`src/rtl/swc_fault_pkg.sv`:
```
package swc_fault_pkg;

  typedef enum logic [1:0] {
    MODE_OVP = 2'd0,
    MODE_OCP = 2'd1,
    MODE_OLP = 2'd2
  } mon_mode_e;

  typedef enum logic [1:0] {
    ST_RUN  = 2'd0,
    ST_HOLD = 2'd1,
    ST_WAIT = 2'd2
  } flt_state_e;

endpackage

```
`src/rtl/swc_phase_qual.sv`:
```
module swc_phase_qual #(
  parameter swc_fault_pkg::mon_mode_e MODE = swc_fault_pkg::MODE_OCP,
  parameter int BLANK_W    = 3,
  parameter int BLANK_STEP = 2,
  parameter int SCAN_CYC   = 5
) (
  input  logic               clk,
  input  logic               rst_n,
  input  logic               gate_on,
  input  logic               cmp_trip,
  input  logic [BLANK_W-1:0] cfg_blank,
  output logic               upd,
  output logic               evt
);
  localparam int PH_MAX = ((1 << BLANK_W) - 1) * BLANK_STEP + SCAN_CYC;
  localparam int PH_W   = $clog2(PH_MAX + 1);

  logic            active, active_q, hit, in_win;
  logic [PH_W-1:0] phase_cnt, blank_len;

  assign blank_len = PH_W'(cfg_blank) * PH_W'(BLANK_STEP);

  generate
    if (MODE == swc_fault_pkg::MODE_OVP) begin : g_gate_off
      assign active = ~gate_on;
    end else begin : g_gate_on
      assign active = gate_on;
    end

    if (MODE == swc_fault_pkg::MODE_OLP) begin : g_scan
      logic [PH_W-1:0] scan_end;
      assign scan_end = blank_len + PH_W'(SCAN_CYC);
      assign in_win   = (phase_cnt >= blank_len) && (phase_cnt < scan_end);
      assign evt      = ~hit;
    end else begin : g_level
      assign in_win   = (phase_cnt >= blank_len);
      assign evt      = hit;
    end
  endgenerate

  // phase ends on the first clock the sampling phase is no longer active
  assign upd = active_q & ~active;

  always_ff @(posedge clk or negedge rst_n) begin
    if (!rst_n) begin
      active_q  <= 1'b0;
      phase_cnt <= '0;
      hit       <= 1'b0;
    end else begin
      active_q <= active;
      if (active) begin
        if (phase_cnt != PH_W'(PH_MAX)) phase_cnt <= phase_cnt + 1'b1;
        hit <= hit | (in_win & cmp_trip);
      end else begin
        phase_cnt <= '0;
        hit       <= 1'b0;
      end
    end
  end
endmodule

```
`src/rtl/swc_evt_counter.sv`:
```
module swc_evt_counter #(
  parameter int CNT_W = 3
) (
  input  logic             clk,
  input  logic             rst_n,
  input  logic             upd,
  input  logic             evt,
  input  logic             freeze,
  input  logic             clr,
  input  logic             hold_zero,
  output logic [CNT_W-1:0] cnt,
  output logic [CNT_W-1:0] cnt_step
);
  localparam logic [CNT_W-1:0] CNT_MAX = {CNT_W{1'b1}};

  always_comb begin
    if (evt) cnt_step = (cnt == CNT_MAX) ? cnt : cnt + 1'b1;
    else     cnt_step = (cnt == '0)      ? cnt : cnt - 1'b1;
  end

  always_ff @(posedge clk or negedge rst_n) begin
    if (!rst_n)         cnt <= '0;
    else if (clr)       cnt <= '0;
    else if (freeze)    cnt <= cnt;
    else if (hold_zero) cnt <= '0;
    else if (upd)       cnt <= cnt_step;
  end
endmodule

```
`src/rtl/swc_restart_ctl.sv`:
```
module swc_restart_ctl #(
  parameter int CNT_W     = 3,
  parameter int LIM_W     = 3,
  parameter int RST_W     = 6,
  parameter int FAST_TICK = 4,
  parameter int SLOW_TICK = 16
) (
  input  logic             clk,
  input  logic             rst_n,
  input  logic             cfg_disable,
  input  logic [LIM_W-1:0] cfg_limit,
  input  logic             cfg_latch,
  input  logic [RST_W-1:0] cfg_restart,
  input  logic             cfg_slow,
  input  logic             upd,
  input  logic [CNT_W-1:0] cnt_step,
  output logic             fault,
  output logic             rs_done
);
  import swc_fault_pkg::*;

  localparam int CW   = (CNT_W > LIM_W) ? CNT_W : LIM_W;
  localparam int TK_W = $clog2(SLOW_TICK + 1);

  flt_state_e       state;
  logic [TK_W-1:0]  tick_cnt, tick_last;
  logic [RST_W-1:0] rs_cnt;
  logic             trip;

  assign tick_last = cfg_slow ? TK_W'(SLOW_TICK - 1) : TK_W'(FAST_TICK - 1);
  assign trip      = (state == ST_RUN) & upd & ~cfg_disable &
                     (CW'(cnt_step) >= CW'(cfg_limit));
  assign rs_done   = (state == ST_WAIT) && (rs_cnt == cfg_restart);
  assign fault     = (state != ST_RUN);

  always_ff @(posedge clk or negedge rst_n) begin
    if (!rst_n) begin
      state    <= ST_RUN;
      tick_cnt <= '0;
      rs_cnt   <= '0;
    end else begin
      unique case (state)
        ST_RUN: begin
          tick_cnt <= '0;
          rs_cnt   <= '0;
          if (trip) state <= cfg_latch ? ST_HOLD : ST_WAIT;
        end
        ST_HOLD: state <= ST_HOLD;
        ST_WAIT: begin
          if (rs_done) begin
            state <= ST_RUN;
          end else if (tick_cnt == tick_last) begin
            tick_cnt <= '0;
            rs_cnt   <= rs_cnt + 1'b1;
          end else begin
            tick_cnt <= tick_cnt + 1'b1;
          end
        end
        default: state <= ST_RUN;
      endcase
    end
  end
endmodule

```
`src/rtl/swc_fault_accum.sv`:
```
module swc_fault_accum #(
  parameter swc_fault_pkg::mon_mode_e MODE = swc_fault_pkg::MODE_OCP,
  parameter int CNT_W      = 3,
  parameter int LIM_W      = 3,
  parameter int BLANK_W    = 3,
  parameter int RST_W      = 6,
  parameter int BLANK_STEP = 2,
  parameter int SCAN_CYC   = 5,
  parameter int FAST_TICK  = 4,
  parameter int SLOW_TICK  = 16
) (
  input  logic               clk,
  input  logic               rst_n,
  input  logic               cfg_disable,
  input  logic [BLANK_W-1:0] cfg_blank,
  input  logic [LIM_W-1:0]   cfg_limit,
  input  logic               cfg_latch,
  input  logic [RST_W-1:0]   cfg_restart,
  input  logic               cfg_slow,
  input  logic               gate_on,
  input  logic               cmp_trip,
  output logic [CNT_W-1:0]   evt_count_o,
  output logic               fault_o,
  output logic               gate_inhibit_o
);
  logic             upd, evt, rs_done;
  logic [CNT_W-1:0] cnt_step;

  swc_phase_qual #(
    .MODE(MODE), .BLANK_W(BLANK_W), .BLANK_STEP(BLANK_STEP), .SCAN_CYC(SCAN_CYC)
  ) u_qual (
    .clk(clk), .rst_n(rst_n), .gate_on(gate_on), .cmp_trip(cmp_trip),
    .cfg_blank(cfg_blank), .upd(upd), .evt(evt)
  );

  swc_evt_counter #(.CNT_W(CNT_W)) u_cnt (
    .clk(clk), .rst_n(rst_n), .upd(upd), .evt(evt), .freeze(fault_o),
    .clr(rs_done), .hold_zero(cfg_disable), .cnt(evt_count_o), .cnt_step(cnt_step)
  );

  swc_restart_ctl #(
    .CNT_W(CNT_W), .LIM_W(LIM_W), .RST_W(RST_W),
    .FAST_TICK(FAST_TICK), .SLOW_TICK(SLOW_TICK)
  ) u_rst (
    .clk(clk), .rst_n(rst_n), .cfg_disable(cfg_disable), .cfg_limit(cfg_limit),
    .cfg_latch(cfg_latch), .cfg_restart(cfg_restart), .cfg_slow(cfg_slow),
    .upd(upd), .cnt_step(cnt_step), .fault(fault_o), .rs_done(rs_done)
  );

  assign gate_inhibit_o = fault_o;
endmodule

```
`config.mk`:
```
export PLATFORM = sky130hd
export DESIGN_NAME = swc_fault_accum
export DESIGN_NICKNAME = d
export VERILOG_FILES = /design/src/rtl/swc_fault_pkg.sv /design/src/rtl/swc_phase_qual.sv /design/src/rtl/swc_evt_counter.sv /design/src/rtl/swc_restart_ctl.sv /design/src/rtl/swc_fault_accum.sv
export SDC_FILE = /design/constraint.sdc
export NUM_CORES = 1
export LEC_CHECK = 0
export BUFFER_PORTS_ARGS = -buffer_cell sky130_fd_sc_hd__buf_2
export CELL_PAD_IN_SITES_DETAIL_PLACEMENT = 1
export CELL_PAD_IN_SITES_GLOBAL_PLACEMENT = 2
export CORE_MARGIN = 3
export CORE_UTILIZATION = 30
export CTS_BUF_LIST = sky130_fd_sc_hd__clkbuf_8 sky130_fd_sc_hd__clkbuf_16
export DETAILED_ROUTE_END_ITERATION = 10
export PLACE_DENSITY = 0.74
export SLEW_MARGIN = 20
export SYNTH_ARGS = -nofsm -noshare
export SYNTH_HDL_FRONTEND = slang
export SYNTH_HIERARCHICAL = 1
export SYNTH_SLANG_ARGS = --single-unit
```
`constraint.sdc`:
```
create_clock -name clk -period 2.5 [get_ports clk]
set_input_delay 0 -clock clk [delete_from_list [all_inputs] [get_ports clk]]
set_output_delay 0 -clock clk [all_outputs]
set_load 0.02 [all_outputs]
```
==> impl_metrics.ini, run 1 <==
[worst_hold_path]
holdCritPathClass = input port to flop
hold_path_depth = 3
min_to = u_qual/evt
hp-start = cmp_trip

[logic_synthesis]
synth_top_family_by_area = simple AND/OR/NAND/NOR gates
yosysWarnings = 6
synth_top_cell_by_area = dfrtp_1
ys_types = 55
synth_area_um2 = 1638
postSynthCellCount = 177
synth_flop_cell = dfrtp_1
avgSynthCellArea_um2 = 9.253
synthAdderAreaFrac = 0.09167
synth_edf_count = 0
synth.mux.area_fraction = 0.01299
synthTopCellsByArea = dfrtp_1 (35%), ha_1 (9.2%), xnor2_1 (5.3%)
synth_compound_area_frac = 0.1574
yosysSeqAreaShare = 0.3514
ys_ff_latch = 23
synth_fp_nets = 208
synth_simple_gate_area_frac = 0.2819
synth_xor_area_frac = 0.05882
synth-async-reset-ratio = 1.000
synth_top_area_share = 0.3514

[sta]
relSlewSlack = 0.5958
grt_setup_unrepaired = false
setup_violations = 0
period_share = 0.9248
post-route-min-period_ps = 2312
maxSlewViolCount = 0
final.setup.tns_ps = 0
worst_pin_slew_ps = 606.3
clock_skew_ps = 11.03
timing.fmax_mhz = 432.5
fin_hold_ws_ps = 63.54
finalHoldViolCount = 0

[floorplanning]
fp-row-count = 26
core_um2 = 5205
die-area_um2 = 6382
ioPinCount = 24
die_x_um = 79.89
dieHeight_um = 79.89
start_util = 0.3147

[grt]
grt_pass1_wl_mm = 6.748
grt_usage = 0.1309
antenna_found_initial = 0
grt_max_degree = 24
grt_pass1_vias = 1420
grt_overflow_total = 0

[route]
vias = 1383
avgRoutedWirePerCell_um = 13.97
dr.pass1.iters = 4
wl_mm = 3.786
initialDrtViolationCount = 76
vias_per_cell = 5.103
antenna_left = 0
drc_errors = 0

[critical_path]
critPathLaunchType = flop
cp.required_ps = 2660
rr_startpoint = u_cnt/cnt[0]
r2r_setup_slack_ps = 190
path_max_fanout = 4
arrival_ps = 2470
regToRegEndpoint = u_rst/state[1]
critPathCaptureType = flop
crit_type = flop to flop
r2r_cells = 12

[clocking]
cts_tree = yes
clk_pin_slew_ps = 90
clockBufferDepth = 2
cts_made_buffers = 3
root_buffer = clkbuf_8
htreeDepth = 1
clock_latency_ps = 270
cts.sinks = 23

[final_layout]
area_growth_pct = 15.05
instances_no_fill = 271
insertedDiodeCount = 0
postLayoutCoreUtil = 0.3620
fillers = 648
mostFrequentLayoutCells = buf_2 (23), dfrtp_1 (23), nand2_1 (16), nand3_1 (14)
drive_gt1_frac = 0.2338
ff_latch_area_um2 = 575.6
multi_input_area_um2 = 992.2
fin_nets = 233

[power_and_ir_drop]
p_per_area_nw_per_um2 = 689.4
max-vdd-ir-drop_v = 0.0002515
p_leak_nw = 0.8810
total_power_w = 0.001299

[job]
drv_cap = 0

[place]
gp_congestion = 0.7445
hpwl_mm = 2.938
io_buffers = 23
place_inst = 264

[status]
status = complete, no violations
==> synthesized netlist by cell type, types with 5 or more instances <==
| master | instances |
|---|---|
| dfrtp_1 | 23 |
| nor3_1 | 5 |
| inv_1 | 9 |
| ha_1 | 12 |
| nand3_1 | 14 |
| xnor2_1 | 10 |
| nor2_1 | 12 |
| nand2_1 | 16 |
| nor2b_1 | 5 |
==> flip-flops by register name, summed over array words and instances (netlist names) <==
register and flops:
u_rst/tick_cnt 5, u_rst/rs_cnt 6, u_cnt/cnt 3, u_rst/state 2, u_qual/phase_cnt 5, u_qual/active_q 1, u_qual/evt 1
==> logic make-up (layout without fill, tap and decap cells) <==
logic type | count (synthesis) | in the layout
fa+ha+maj | 12 | 12
simple gates | 81 | 81
mux | 2 | 2
xor+xnor | 11 | 11
buf+inv | 16 | 40
flops | 23 | 23
compound gates | 32 | 32
==> per-layer routing <==
layer | share of wire | track usage | vias up
met2 | 0.48 | 0.2161 | 18
li1 | - | - | 679
met3 | 0.030 | 0.02370 | 4
met1 | 0.48 | 0.1724 | 682
met5 | 0 | 0 | -
met4 | 0.0077 | 0.04054 | 0
==> worst max-delay path, stage by stage (launching register included) <==
cell,delay (ps)
dfrtp_1,380
inv_2,70
ha_1,220
nor3b_2,160
a31oi_1,180
xnor2_1,160
inv_1,70
ha_1,260
nand2b_1,140
a21o_1,170
a21o_1,190
a22oi_1,140
nor2_1,70
==> where the power goes <==
part	internal, W	switching, W	total [W]
Combinational	0.000274	0.000312	0.000586
Sequential	0.000408	0.0000793	0.000487
Clock	0.000110	0.000117	0.000226
==> what timing repair did <==
| item | 4_1_cts | 5_1_grt |
|---|---|---|
| setup buffers | 0 | 1 |
| hold buffers | 2 | 0 |
| resized for setup | 0 | 3 |
| endpoints found under the hold margin | 24 | 0 |
| setup endpoints to repair | 0 | 2 |
==> area by class of cell <==
class                   instances  area share
repair buffers                 27     0.07968
clock buffers                   3     0.02191
inverters                       9     0.01793
well taps                      70     0.04648
flip-flops and latches         23      0.3054
multi-input cells             138      0.5266
clock inverters                 1    0.001992
==> metrics by stage <==
step	worst slack, ps	cell area [um^2]
2_1_floorplan	178.6	1638
3_3_place_gp	250.7	1807
6_report	188.0	1884
3_5_place_dp	101.1	1807
5_1_grt	26.07	1884
4_1_cts	91.69	1872
==> how the worst max path moves through the flow <==
stage	from	to	slack, ps	depth (start not counted)
after floorplan	u_cnt/cnt[0]	u_rst/state[1]	180	12
after global placement	u_cnt/cnt[0]	u_rst/state[0]	250	12
after detailed placement	u_cnt/cnt[0]	u_rst/state[1]	100	12
after CTS	u_cnt/cnt[0]	u_rst/state[1]	90	12
after global routing	u_cnt/cnt[1]	u_rst/state[0]	30	12
final	u_cnt/cnt[0]	u_rst/state[1]	190	12
(Power assumes the default switching activity.)
==> inputs of run 2 (changes only) <==
--- a/config.mk
+++ b/config.mk
@@ -12,7 +12,7 @@
 export CORE_UTILIZATION = 30
 export CTS_BUF_LIST = sky130_fd_sc_hd__clkbuf_8 sky130_fd_sc_hd__clkbuf_16
 export DETAILED_ROUTE_END_ITERATION = 10
-export PLACE_DENSITY = 0.74
+export PLACE_DENSITY = 0.77
 export SLEW_MARGIN = 20
 export SYNTH_ARGS = -nofsm -noshare
 export SYNTH_HDL_FRONTEND = slang
==> constraint.sdc (replaced) <==
create_clock -name clk -period 2.1 [get_ports clk]
set_input_delay 0 -clock clk [delete_from_list [all_inputs] [get_ports clk]]
set_output_delay 0 -clock clk [all_outputs]
set_load 0.02 [all_outputs]
==> run 2 against run 1 <==
Compared with the run above: the run now ends with setup timing left; final cell count increased by 5.2%; worst hold slack got worse by 47 ps; combinational power increased by 60%; total power increased by 35%; utilization increased by 2.7 points; critical path type unchanged; critical endpoint unchanged.
==> impl_metrics.ini, run 2 (synthesis gave the netlist of run 1 again) <==
[clocking]
cts_made_buffers = 3
htreeDepth = 1
clockBufferDepth = 2
clock_latency_ps = 260
cts_tree = yes
clk_pin_slew_ps = 90
root_buffer = clkbuf_8
cts.sinks = 23

[grt]
grt_pass1_wl_mm = 6.699
grt_max_degree = 24
grt_pass1_vias = 1419
antenna_found_initial = 0
grt_overflow_total = 0
grt_usage = 0.1291

[floorplanning]
fp-row-count = 26
die-area_um2 = 6382
start_util = 0.3147
dieHeight_um = 79.89
core_um2 = 5205
ioPinCount = 24
die_x_um = 79.89

[final_layout]
layout_commonest_cell = buf_2
mostFrequentLayoutCells = buf_2 (23), dfrtp_1 (21), buf_4 (16), nand2_1 (16), nand3_1 (14)
reg_top3 = u_rst/rs_cnt x6, u_qual/phase_cnt x5, u_rst/tick_cnt x5
fillers = 635
area_growth_pct = 23.76
instances_no_fill = 285
largest_register_ffs = 6
top_register = u_rst/rs_cnt
fin_nets = 247
insertedDiodeCount = 0
drive_gt1_frac = 0.3163
postLayoutCoreUtil = 0.3894

[critical_path]
crit_type = flop to flop
cp.required_ps = 2260
path_max_fanout = 4
critPathLaunchType = flop
critPathCaptureType = flop
arrival_ps = 2310

[route]
vias = 1387
dr.pass1.iters = 4
wl_mm = 3.855
avgRoutedWirePerCell_um = 13.53
drc_errors = 0
vias_per_cell = 4.867
initialDrtViolationCount = 58
antenna_left = 0

[power_and_ir_drop]
internal-power_w = 0.001086
p_seq_frac = 0.304
clkPwrFrac = 0.163
p_comb_frac = 0.533
switching_share = 0.3805
max-vdd-ir-drop_v = 0.0003180
p_switching_w = 0.0006674
p_leak_nw = 0.9511
p_per_area_nw_per_um2 = 865.3

[sta]
timing.fmax_mhz = 464.8
setup_violations = 2
grt_setup_unrepaired = true
fin_hold_ws_ps = 16.52
final.setup.tns_ps = -97.91
worst_pin_slew_ps = 548.8
setup_slack_ps = -51.39
clock_skew_ps = 1.841
post-route-min-period_ps = 2151
maxSlewViolCount = 0
relSlewSlack = 0.6342
period_share = 1.024
finalHoldViolCount = 0

[worst_hold_path]
holdCritPathClass = input port to flop

[place]
place_inst = 278
io_buffers = 23
hpwl_mm = 2.910
gp_congestion = 0.7625

[status]
violations = setup timing
status = complete, but fails checks

[job]
drv_cap = 0
## run 2: critical path, stage by stage (launching register included)
cell and delay (ps):
dfrtp_2 390, inv_2 60, ha_4 150, nor3b_2 140, a31oi_1 170, xnor2_1 160
inv_1 60, ha_1 270, nand2b_4 140, a21o_1 150, a21o_1 180, a22oi_2 120
nor2_1 60
## run 2: layer usage
layer | vias up | part of all wire | global-route usage
met5 | - | 0 | 0
met4 | 0 | 0.0052 | 0.03041
met3 | 2 | 0.026 | 0.01806
met2 | 14 | 0.45 | 0.2045
met1 | 664 | 0.52 | 0.1844
li1 | 707 | - | -
## run 2: layout make-up
class / count / area (um^2) / share of cell area
Inverter: 9 / 36.28 / 0.01790
Timing Repair Buffer: 41 / 255.2 / 0.1259
Clock buffer: 3 / 41.29 / 0.02037
Clock inverter: 1 / 7.507 / 0.003704
Sequential cell: 23 / 578.1 / 0.2852
Tap cell: 70 / 87.58 / 0.04321
Multi-Input combinational cell: 138 / 1021 / 0.5037
## run 2: power by group through the flow
stage / registers [W] / logic, W / clock network, W
after floorplan: 0.000546 / 0.000574 / 0
after global placement: 0.000539 / 0.000861 / 0
final: 0.000533 / 0.000935 / 0.000286
after global routing: 0.000541 / 0.00103 / 0.000324
after detailed placement: 0.000542 / 0.000872 / 0
after CTS: 0.000534 / 0.000931 / 0.000304
## run 2: final timing paths
check                      slack [ps]  cells after the start                end         startpoint
setup / recovery                  -50                     12     u_rst/state[1]       u_cnt/cnt[1]
hold / removal                     20                      3         u_qual/evt           cmp_trip
setup reg to reg                  -50                     12     u_rst/state[1]       u_cnt/cnt[1]
hold reg to reg                   550                      2  u_rst/tick_cnt[4]  u_rst/tick_cnt[4]
max in group asynchronous        1460                      2       u_cnt/cnt[0]              rst_n
min in group asynchronous         250                      2  u_rst/tick_cnt[4]              rst_n
## run 2: through the flow
stage / total power (W) / area (um^2) / setup slack [ps]
detailed placement: 0.001415 / 1934 / -93.88
CTS: 0.001769 / 2018 / -78.21
global route: 0.001894 / 2027 / -164.5
finish: 0.001754 / 2027 / -51.39
floorplan: 0.001121 / 1660 / -74.97
global placement: 0.001400 / 1934 / -47.92
## run 2: what timing repair did
| action | 4_1_cts | 5_1_grt |
|---|---|---|
| hold endpoints to repair | 24 | 0 |
| pin swaps | 4 | 1 |
| buffers inserted | 1 | 0 |
| cloned | 0 | 0 |
| resized for setup | 1 | 2 |
| setup endpoints to repair | 2 | 2 |
| hold buffers | 2 | 0 |
==> inputs of run 3 (changes only) <==
--- a/config.mk
+++ b/config.mk
@@ -8,11 +8,12 @@
 export BUFFER_PORTS_ARGS = -buffer_cell sky130_fd_sc_hd__buf_2
 export CELL_PAD_IN_SITES_DETAIL_PLACEMENT = 1
 export CELL_PAD_IN_SITES_GLOBAL_PLACEMENT = 2
-export CORE_MARGIN = 3
+export CORE_MARGIN = 2
 export CORE_UTILIZATION = 30
 export CTS_BUF_LIST = sky130_fd_sc_hd__clkbuf_8 sky130_fd_sc_hd__clkbuf_16
 export DETAILED_ROUTE_END_ITERATION = 10
 export PLACE_DENSITY = 0.77
+export SKIP_LAST_GASP = 1
 export SLEW_MARGIN = 20
 export SYNTH_ARGS = -nofsm -noshare
 export SYNTH_HDL_FRONTEND = slang
==> run 3 against run 2 <==
Compared with the run above: the flow still finishes with violations (setup timing); non-clock buffer count fell by 1; wire length rose by 1.6%; cell area rose by 0.56%; global-route usage rose by 0.96 points; total power rose by 2.2%; flip-flop and latch count did not move; setup slack got worse by 33 ps; critical path type unchanged; largest power group unchanged.
==> impl_metrics.ini, run 3 (synthesis gave the netlist of run 1 again) <==
[clocking]
root_buffer = clkbuf_8
cts_made_buffers = 3
clk_pin_slew_ps = 80
cts.sinks = 23
clockBufferDepth = 2
clock_latency_ps = 260
cts_tree = yes
htreeDepth = 1

[worst_hold_path]
hold_path_depth = 3
holdCritPathClass = input port to flop

[final_layout]
multi_input_area_um2 = 1042
fin_nets = 246
instances_no_fill = 284
fillers = 616
layout_commonest_cell = buf_2
largest_register_ffs = 6
reg_top3 = u_rst/rs_cnt x6, u_qual/phase_cnt x5, u_rst/tick_cnt x5
drive_gt1_frac = 0.3224
top_register = u_rst/rs_cnt
postLayoutCoreUtil = 0.3940
final_cell_area_um2 = 2038
mostFrequentLayoutCells = buf_2 (23), dfrtp_1 (21), nand2_1 (16), buf_4 (15), nand3_1 (14)
insertedDiodeCount = 0
ff_latch_area_um2 = 578.1
area_growth_pct = 24.45

[route]
vias = 1411
top_layer = met4
wl_mm = 3.915
vias_per_cell = 4.968
drc_errors = 0
wl_met1_mm = 1.950
initialDrtViolationCount = 62
wl_met3_um = 83
wl_met2_mm = 1.858
dr.pass1.iters = 6
avgRoutedWirePerCell_um = 13.79
antenna_left = 0

[sta]
period_share = 1.040
setup_violations = 2
relSlewSlack = 0.6370
timing.fmax_mhz = 457.8
setup_slack_ps = -84.23
worst_pin_slew_ps = 544.5
maxSlewViolCount = 0
fin_hold_ws_ps = 48.29
clock_skew_ps = 2.620
grt_setup_unrepaired = true
post-route-min-period_ps = 2184
finalHoldViolCount = 0

[grt]
grt_pass1_wl_mm = 6.824
grt_overflow_total = 0
grt_pass1_vias = 1427
grt_max_degree = 24
grt_usage = 0.1388
antenna_found_initial = 0

[critical_path]
cp.required_ps = 2250
crit_type = flop to flop
path_max_fanout = 4
critPathCaptureType = flop
arrival_ps = 2340
critPathLaunchType = flop
r2r_cells = 12

[floorplanning]
die_x_um = 77.89
ioPinCount = 24
die-area_um2 = 6066
core_um2 = 5172
fp-row-count = 26
start_util = 0.3166
dieHeight_um = 77.89

[status]
violations = setup timing
status = complete, but fails checks

[power_and_ir_drop]
p_leak_nw = 0.9521
p_per_area_nw_per_um2 = 879.5
max-vdd-ir-drop_v = 0.0003402

[place]
gp_congestion = 0.7359
hpwl_mm = 2.960
placed_cell_area_um2 = 1919
io_buffers = 23
place_inst = 276

[job]
drv_cap = 0
-- run 3: what timing repair did --
item / in CTS / in global routing
gates resized for setup: 1 / 5
hold endpoints to repair: 24 / 0
setup buffers: 1 / 1
endpoints found under the setup margin: 2 / 3
pin swaps: 3 / 3
hold buffers: 2 / 0
-- run 3: worst max-delay path: stages, from the launching register on --
cell      delay [ps]
dfrtp_2          430
inv_2             80
ha_4             140
nor3b_4          160
a31oi_1           70
xnor2_1          220
inv_1            100
ha_4             210
nand2b_4         130
a21o_1           150
a21o_1           200
a21oi_2          140
nor2_1            50
-- run 3: stage by stage --
| step | total power [W] | TNS, ps | setup slack, ps |
|---|---|---|---|
| finish | 0.001793 | -157.4 | -84.23 |
| global route | 0.001951 | -468.3 | -244.1 |
| CTS | 0.001733 | -161.9 | -88.40 |
| detailed placement | 0.001389 | -204.8 | -122.5 |
| global placement | 0.001376 | -54.33 | -39.82 |
| floorplan | 0.001121 | -120.0 | -74.97 |
-- run 3: routing by layer --
layer,GRT usage,vias up
met1,0.1850,687
met5,0,-
met2,0.2345,16
met4,0.03750,0
met3,0.01860,2
li1,-,706
-- run 3: layout make-up --
type | instances | share of cell area
well taps | 70 | 0.04297
inverters | 9 | 0.01780
clock inverters | 1 | 0.002455
clock buffers | 3 | 0.02026
flip-flops and latches | 23 | 0.2836
repair buffers | 40 | 0.1215
multi-input cells | 138 | 0.5114
-- run 3: power breakdown --
group          leakage [nW]  switching, W  internal [W]
sequential            0.312     0.0000436      0.000489
clock                0.0255      0.000145      0.000132
combinational         0.615      0.000492      0.000490
total                 0.952      0.000681       0.00111
-- run 3: worst paths after layout --
| check | start | slack [ps] | to |
|---|---|---|---|
| worst max-delay path | u_cnt/cnt[1] | -80 | u_rst/state[0] |
| worst min-delay path | cmp_trip | 50 | u_qual/evt |
| worst max register to register | u_cnt/cnt[1] | -80 | u_rst/state[0] |
| worst min register to register | u_rst/state[0] | 560 | u_rst/tick_cnt[2] |
| max in group asynchronous | rst_n | 1460 | u_cnt/cnt[1] |
| min in group asynchronous | rst_n | 240 | u_rst/rs_cnt[3] |
